### config.mk
export PLATFORM = sky130hd
export DESIGN_NAME = scl_frac_divider
export DESIGN_NICKNAME = d
export VERILOG_FILES = /design/src/rtl/scl_div_pkg.sv /design/src/rtl/scl_cfg_bank.sv /design/src/rtl/scl_div_ctrl.sv /design/src/rtl/scl_phase_acc.sv /design/src/rtl/scl_frac_divider.sv
export SDC_FILE = /design/constraint.sdc
export NUM_CORES = 1
export LEC_CHECK = 0
export CAP_MARGIN = 20
export CORE_UTILIZATION = 54
export CTS_BUF_LIST = sky130_fd_sc_hd__clkbuf_4 sky130_fd_sc_hd__clkbuf_8 sky130_fd_sc_hd__clkbuf_16
export CTS_CLUSTER_DIAMETER = 80
export CTS_CLUSTER_SIZE = 10
export DETAILED_ROUTE_END_ITERATION = 6
export GPL_ROUTABILITY_DRIVEN = 0
export GPL_TIMING_DRIVEN = 0
export PLACE_DENSITY = 0.77
export SYNTH_ARGS = -nofsm -noshare
export SYNTH_HDL_FRONTEND = slang
export SYNTH_SLANG_ARGS = --single-unit
### constraint.sdc
create_clock -name clk -period 3.35 [get_ports clk]
set_input_delay 0.335 -clock clk [delete_from_list [all_inputs] [get_ports clk]]
set_output_delay 0.335 -clock clk [all_outputs]
set_load 0.01 [all_outputs]
### src/rtl/scl_div_pkg.sv
`timescale 1ns/1ps
package scl_div_pkg;

    typedef enum logic [1:0] {
        ST_STOPPED = 2'd0,
        ST_PRIME   = 2'd1,
        ST_ACTIVE  = 2'd2,
        ST_MUTE    = 2'd3
    } div_state_e;

    typedef enum logic {
        MODE_STD = 1'b0,
        MODE_HS  = 1'b1
    } div_mode_e;

    localparam int NUM_WORDS = 2;

endpackage

### src/rtl/scl_cfg_bank.sv
`timescale 1ns/1ps
module scl_cfg_bank
    import scl_div_pkg::*;
#(
    parameter int CFG_W   = 32,
    parameter int INC_W   = 12,
    parameter int DEC_W   = 12,
    parameter int INC_LSB = 16,
    parameter int DEC_LSB = 0
) (
    input  logic             clk,
    input  logic             rst_n,
    input  logic             accept_i,
    input  logic             wr_std_i,
    input  logic             wr_hs_i,
    input  logic [CFG_W-1:0] wr_data_i,
    input  div_mode_e        mode_i,
    output logic [INC_W-1:0] sel_inc_o,
    output logic [DEC_W-1:0] sel_dec_o
);

    logic [NUM_WORDS-1:0] strobe;
    logic [INC_W-1:0]     inc_q [NUM_WORDS];
    logic [DEC_W-1:0]     dec_q [NUM_WORDS];

    assign strobe = {wr_hs_i, wr_std_i};

    for (genvar g = 0; g < NUM_WORDS; g++) begin : g_word
        always_ff @(posedge clk or negedge rst_n) begin
            if (!rst_n) begin
                inc_q[g] <= '0;
                dec_q[g] <= '0;
            end else if (accept_i && strobe[g]) begin
                inc_q[g] <= wr_data_i[INC_LSB +: INC_W];
                dec_q[g] <= wr_data_i[DEC_LSB +: DEC_W];
            end
        end

        // stored words are frozen whenever writes are not accepted
        assert_word_frozen_R3: assert property (@(posedge clk) disable iff (!rst_n)
            !accept_i |=> ($stable(inc_q[g]) && $stable(dec_q[g])));
    end

    always_comb begin
        unique case (mode_i)
            MODE_HS: begin
                sel_inc_o = inc_q[1];
                sel_dec_o = dec_q[1];
            end
            default: begin
                sel_inc_o = inc_q[0];
                sel_dec_o = dec_q[0];
            end
        endcase
    end

endmodule

### src/rtl/scl_div_ctrl.sv
`timescale 1ns/1ps
module scl_div_ctrl
    import scl_div_pkg::*;
(
    input  logic       clk,
    input  logic       rst_n,
    input  logic       run_i,
    input  logic       hs_sel_i,
    input  logic       inc_zero_i,
    output div_mode_e  mode_o,
    output logic       accept_o,
    output logic       load_o,
    output logic       en_o,
    output logic       clr_o
);

    div_state_e state_q, state_d;
    div_mode_e  mode_q;

    // next-state logic
    always_comb begin
        state_d = state_q;
        unique case (state_q)
            ST_STOPPED: if (run_i) state_d = ST_PRIME;
            ST_PRIME:   state_d = inc_zero_i ? ST_MUTE : ST_ACTIVE;
            ST_ACTIVE:  state_d = ST_ACTIVE;
            ST_MUTE:    state_d = ST_MUTE;
            default:    state_d = ST_STOPPED;
        endcase
        if (!run_i) state_d = ST_STOPPED;
    end

    // state register
    always_ff @(posedge clk or negedge rst_n) begin
        if (!rst_n) begin
            state_q <= ST_STOPPED;
        end else begin
            state_q <= state_d;
        end
    end

    // mode latch: taken on the edge where run is first seen
    always_ff @(posedge clk or negedge rst_n) begin
        if (!rst_n) begin
            mode_q <= MODE_STD;
        end else if (state_q == ST_STOPPED && run_i) begin
            mode_q <= hs_sel_i ? MODE_HS : MODE_STD;
        end
    end

    // outputs
    always_comb begin
        accept_o = 1'b0;
        load_o   = 1'b0;
        en_o     = 1'b0;
        clr_o    = !run_i;
        unique case (state_q)
            ST_STOPPED: accept_o = 1'b1;
            ST_PRIME:   load_o   = run_i;
            ST_ACTIVE:  en_o     = run_i;
            ST_MUTE:    en_o     = 1'b0;
            default:    accept_o = 1'b0;
        endcase
    end

    assign mode_o = mode_q;

    // a low run always returns the controller to STOPPED
    assert_stop_on_low_run_R10: assert property (@(posedge clk) disable iff (!rst_n)
        !run_i |=> (state_q == ST_STOPPED));

    // PRIME is only ever entered from STOPPED
    assert_prime_from_stop_R4: assert property (@(posedge clk) disable iff (!rst_n)
        (state_q == ST_PRIME) |-> ($past(state_q) == ST_STOPPED));

    // ACTIVE is reached only through PRIME
    assert_active_after_prime_R4: assert property (@(posedge clk) disable iff (!rst_n)
        (state_q == ST_ACTIVE) |-> ($past(state_q) == ST_PRIME || $past(state_q) == ST_ACTIVE));

    // mode cannot change outside STOPPED
    assert_mode_held_R7: assert property (@(posedge clk) disable iff (!rst_n)
        ($past(state_q) != ST_STOPPED) |-> $stable(mode_q));

endmodule

### src/rtl/scl_phase_acc.sv
`timescale 1ns/1ps
module scl_phase_acc #(
    parameter int INC_W = 12,
    parameter int DEC_W = 12
) (
    input  logic             clk,
    input  logic             rst_n,
    input  logic             clr_i,
    input  logic             load_i,
    input  logic             en_i,
    input  logic [INC_W-1:0] inc_i,
    input  logic [DEC_W-1:0] dec_i,
    output logic             tick_o,
    output logic             phase_o
);

    localparam int ACC_W = DEC_W + 1;
    localparam int SUM_W = ((INC_W > DEC_W) ? INC_W : DEC_W) + 2;

    logic [INC_W-1:0] inc_q;
    logic [ACC_W-1:0] mod_q;
    logic [ACC_W-1:0] acc_q;
    logic [SUM_W-1:0] sum_w, mod_w, inc_w;
    logic             wrap_w, sat_w;

    assign inc_w  = SUM_W'(inc_q);
    assign mod_w  = SUM_W'(mod_q);
    assign sum_w  = SUM_W'(acc_q) + inc_w;
    assign wrap_w = (sum_w >= mod_w);
    assign sat_w  = (inc_w >= mod_w);

    always_ff @(posedge clk or negedge rst_n) begin
        if (!rst_n) begin
            inc_q   <= '0;
            mod_q   <= ACC_W'(1);
            acc_q   <= '0;
            tick_o  <= 1'b0;
            phase_o <= 1'b0;
        end else if (clr_i) begin
            acc_q   <= '0;
            tick_o  <= 1'b0;
            phase_o <= 1'b0;
        end else if (load_i) begin
            inc_q   <= inc_i;
            mod_q   <= {1'b0, dec_i} + ACC_W'(1);
            acc_q   <= '0;
            tick_o  <= 1'b0;
        end else if (en_i) begin
            if (wrap_w) begin
                acc_q   <= sat_w ? '0 : ACC_W'(sum_w - mod_w);
                tick_o  <= 1'b1;
                phase_o <= ~phase_o;
            end else begin
                acc_q   <= ACC_W'(sum_w);
                tick_o  <= 1'b0;
            end
        end else begin
            tick_o <= 1'b0;
        end
    end

    // residue always stays below the modulus
    assert_acc_below_mod_R5: assert property (@(posedge clk) disable iff (!rst_n)
        acc_q < mod_q);

    // a tick only follows an enabled accumulation cycle
    assert_tick_needs_enable_R5: assert property (@(posedge clk) disable iff (!rst_n)
        tick_o |-> $past(en_i));

    // the phase flips exactly when a tick is issued
    assert_phase_on_tick_R6: assert property (@(posedge clk) disable iff (!rst_n)
        tick_o |-> (phase_o != $past(phase_o)));
    assert_phase_still_R6: assert property (@(posedge clk) disable iff (!rst_n)
        (!tick_o && !$past(clr_i)) |-> $stable(phase_o));

    // a zero increment never ticks
    assert_zero_inc_silent_R8: assert property (@(posedge clk) disable iff (!rst_n)
        ($past(inc_q) == '0 && !$past(load_i)) |-> !tick_o);

    // clearing empties the accumulator and outputs
    assert_clear_empties_R10: assert property (@(posedge clk) disable iff (!rst_n)
        $past(clr_i) |-> (acc_q == '0 && !tick_o && !phase_o));

endmodule

### src/rtl/scl_frac_divider.sv
`timescale 1ns/1ps
module scl_frac_divider
    import scl_div_pkg::*;
#(
    parameter int CFG_W = 32,
    parameter int INC_W = 12,
    parameter int DEC_W = 12
) (
    input  logic             clk,
    input  logic             rst_n,
    input  logic             run,
    input  logic             hs_sel,
    input  logic             wr_std,
    input  logic             wr_hs,
    input  logic [CFG_W-1:0] wr_data,
    output logic             tick,
    output logic             scl_phase
);

    localparam int INC_LSB = 16;
    localparam int DEC_LSB = 0;

    div_mode_e        mode;
    logic             accept, load, en, clr;
    logic [INC_W-1:0] sel_inc;
    logic [DEC_W-1:0] sel_dec;
    logic             inc_zero;

    assign inc_zero = (sel_inc == '0);

    scl_cfg_bank #(
        .CFG_W   (CFG_W),
        .INC_W   (INC_W),
        .DEC_W   (DEC_W),
        .INC_LSB (INC_LSB),
        .DEC_LSB (DEC_LSB)
    ) u_cfg (
        .clk       (clk),
        .rst_n     (rst_n),
        .accept_i  (accept),
        .wr_std_i  (wr_std),
        .wr_hs_i   (wr_hs),
        .wr_data_i (wr_data),
        .mode_i    (mode),
        .sel_inc_o (sel_inc),
        .sel_dec_o (sel_dec)
    );

    scl_div_ctrl u_ctrl (
        .clk        (clk),
        .rst_n      (rst_n),
        .run_i      (run),
        .hs_sel_i   (hs_sel),
        .inc_zero_i (inc_zero),
        .mode_o     (mode),
        .accept_o   (accept),
        .load_o     (load),
        .en_o       (en),
        .clr_o      (clr)
    );

    scl_phase_acc #(
        .INC_W (INC_W),
        .DEC_W (DEC_W)
    ) u_acc (
        .clk     (clk),
        .rst_n   (rst_n),
        .clr_i   (clr),
        .load_i  (load),
        .en_i    (en),
        .inc_i   (sel_inc),
        .dec_i   (sel_dec),
        .tick_o  (tick),
        .phase_o (scl_phase)
    );

    // outputs are idle in the first cycle after reset
    assert_idle_after_reset_R1: assert property (@(posedge clk) disable iff (!rst_n)
        $rose(rst_n) |-> (!tick && !scl_phase));

endmodule

==> impl_metrics.ini <==
[outcome]
outcome = finished with violations
violations = setup timing

[clocking]
cts.sinks = 91
clkTransAtPathRegs_ns = 0.10
cts.path.max_buffers = 2
clk_root_buf = sky130_fd_sc_hd__clkbuf_8
ctsHtreeMaxLevel = 3
cts_inserted_buffers = 9
cts_tree = built
insertion_delay_ns = 0.36

[logic_synthesis]
synth_nets = 651
number_of_register_bits_inferred_by_synthesis = 91
mappedNetlistArea_um2 = 5824
synth_async_sr_flop_share_pct = 100.0
synth_enable_flop_cells = 0
yosysMostFrequentCell = sky130_fd_sc_hd__dfrtp_1
post_synth_main_area_contributors = sky130_fd_sc_hd__dfrtp_1 39%, sky130_fd_sc_hd__mux2_2 10%, sky130_fd_sc_hd__ha_1 8.2%, sky130_fd_sc_hd__mux2i_1 4.3%, sky130_fd_sc_hd__nand2_1 4.1%
ys.warnings.count = 0
postSynth.topFlopCell = sky130_fd_sc_hd__dfrtp_1
syn-mean-instance-area_um2 = 10.16
syn_inst = 573
synth_top_area_share_pct = 38.67
synth_cell_type_count = 70
netlist.top_cell.by_area = sky130_fd_sc_hd__dfrtp_1
synthTopCellsByCount = 90 x sky130_fd_sc_hd__dfrtp_1, 64 x sky130_fd_sc_hd__nand2_1, 52 x sky130_fd_sc_hd__mux2_2
seq_area_frac_synth_pct = 39.12

[critical_path]
critical_path.cell_chain = ha_4 > inv_2 > fa_2 > nor2b_4 > o2111ai_2 > and3_4 > or4b_1 > o311ai_4 > inv_2 > ha_4 > nor4b_4 > o2bb2ai_1 > a22o_1
critical_path.slowest_cell = sky130_fd_sc_hd__or4b_1
r2r-end = u_acc.acc_q[1]
worst_setup_path_startpoint = u_acc.acc_q[0]
worst-endpoint-arrival_ns = 3.73
critical_path.endpoint = u_acc.acc_q[1]
critical_path_buf_inv_count = 2
worst-r2r-cell-count = 13
critical_path_class = reg2reg
critPathTopFamily = simple AND/OR/NAND/NOR gates
crit_path_max_incr_delay_ns = 0.57
critical_path.endpoint_type = flip-flop
worst_setup_path_start_kind = flip-flop
critical_path_peak_fanout = 5
reg2reg_from = u_acc.acc_q[0]
r2r_setup_slack_ns = -0.07
cp.required_ns = 3.66
worst-path-stages = 13

[placed_design]
detailed_placer_s_ending_hpwl_mm = 10.79
io_buffers = 30
place_ws_ns = -0.5480

[hold_path]
hold_path.class = in2reg
hold_path_startpoint = run

[global_route]
grt_usage_pct = 26.95
global_route_wire_length_before_repair_mm = 23.60
vias_in_the_first_global_route = 4883
globalRouteOverflowTotal = 0
grt_start_max_net_pins = 78
grt_antenna_before_repair = 0

[route]
route.met3.wl_um = 686
wirelength_mm = 14.81
residual_antenna_violating_net_count_after_detailed_routing = 0
vias = 4758
detail_route.wirelength.met1_mm = 6.242
top_layer_used = met4
initialDrtViolationCount = 320
met2_wirelength_mm = 7.351
tritonroute_pass_1_iters = 5
drc_errors = 0
detail_route.wl_per_cell_um = 19.08
vias_per_cell = 6.131

[finish]
num_antenna_cells = 0
finalNetCount = 713
area.growth.synth_to_final_pct = 22.15
drive_gt1_share_pct = 27.19

[die]
core-area_um2 = 10370
floorplan.die.height_um = 105.9
cell_row_count = 37
initial_core_util_pct = 56.17
design.portCount = 40
chipWidth_um = 105.9
die_area_um2 = 11210

[sta]
tightestPinTransition_ns = 0.7140
final-max-slew-violation-count = 0
timing.final.setup_violations = 11
grt_setup_unrepaired = true
clock.fmax_mhz = 292.1
fin_crit_sh_pct = 102.2
fin_ws_ns = -0.07332
timing_hold_violations_final = 0
finClkSkew_ns = 0.009748
period_needed_ns = 3.423
timing.max_slew.rel_slack_pct = 52.40

[run]
cap_violations = 0
-- state kept, by name, indices dropped and copies added, names as in the netlist --
register / cells
u_acc.mod_q: 13
u_ctrl.mode_o: 1
u_acc.tick_o: 1
u_acc.acc_q: 13
u_acc.inc_q: 12
u_cfg.dec_q: 24
u_ctrl.state_q: 2
u_cfg.inc_q: 24
u_acc.phase_o: 1
-- cell type report --
cell class | count | area (um^2)
clock inverter | 7 | 68.82
inverter | 26 | 97.59
sequential | 91 | 2281
fill | 760 | 3256
multi-input combinational | 434 | 3775
timing repair buffer | 53 | 500.5
tap | 136 | 170.2
buffer | 20 | 97.59
clock buffer | 9 | 123.9
-- worst min-delay path by stage --
stage                              to  slack [ns]  depth (start not counted)
finish              u_ctrl.state_q[0]        0.28                          3
global route        u_ctrl.state_q[1]        0.30                          2
CTS                 u_ctrl.state_q[0]        0.26                          3
detailed placement       u_acc.tick_o        0.21                          1
global placement       u_acc.mod_q[8]        0.46                          2
floorplan              u_acc.acc_q[0]        0.04                          0
-- layout by cell type, fill, tap and decap left out, drive strengths merged, types with 17 or more instances in the layout --
| cell | count |
|---|---|
| a21oi | 17 |
| buf | 34 |
| clkbuf | 18 |
| clkdlybuf4s50 | 29 |
| dfrtp | 90 |
| ha | 38 |
| inv | 29 |
| mux2 | 52 |
| mux2i | 25 |
| nand2 | 65 |
| nor2 | 27 |
| o21ai | 41 |
| xnor2 | 20 |
-- cell families (layout without fill, tap and decap cells) --
| kind of cell | after synthesis | count (layout) | synth area share (%) |
|---|---|---|---|
| compound gates | 117 | 117 | 14.24 |
| xor+xnor | 28 | 28 | 4.211 |
| flops | 91 | 91 | 39.12 |
| mux | 77 | 77 | 14.35 |
| buf+inv | 48 | 115 | 3.373 |
| simple gates | 172 | 172 | 15.85 |
| fa+ha+maj | 40 | 40 | 8.851 |
-- metrics by stage --
step                      hold WS (ns)  instance area [um^2]  utilization, %  setup TNS [ns]  std cells
after floorplan                0.03941                  5848               -               0        573
after global routing            0.2963                  7114           68.61          -1.670        776
final                           0.2823                  7114           68.61         -0.3707        776
after CTS                       0.2623                  6869           66.24         -0.7003        770
after global placement          0.4646                  6319           60.93         -103.80        739
after detailed placement        0.2103                  6344           61.17          -6.425        740
-- tightest hold or removal path: stages --
cell	delay, ns
sky130_fd_sc_hd__buf_2	0.16
sky130_fd_sc_hd__nand2_1	0.08
sky130_fd_sc_hd__a31oi_1	0.04
-- what timing repair did --
action	CTS	global route
cloned	1	0
hold endpoints to repair	14	0
pin swaps	20	24
resized for setup	41	34
endpoints found under the setup margin	15	15
hold buffers	1	0
setup buffers	13	7
-- metal layers --
| metal | global-route usage, % | vias to the layer above |
|---|---|---|
| met3 | 3.278 | 46 |
| met4 | 11.31 | 0 |
| met2 | 47.39 | 143 |
| met1 | 33.36 | 2355 |
| li1 | - | 2214 |
| met5 | 0 | - |
Power is left out: the tool's default activity adds up to more than one toggle a clock period on the data nets, which glitch-free logic cannot reach.
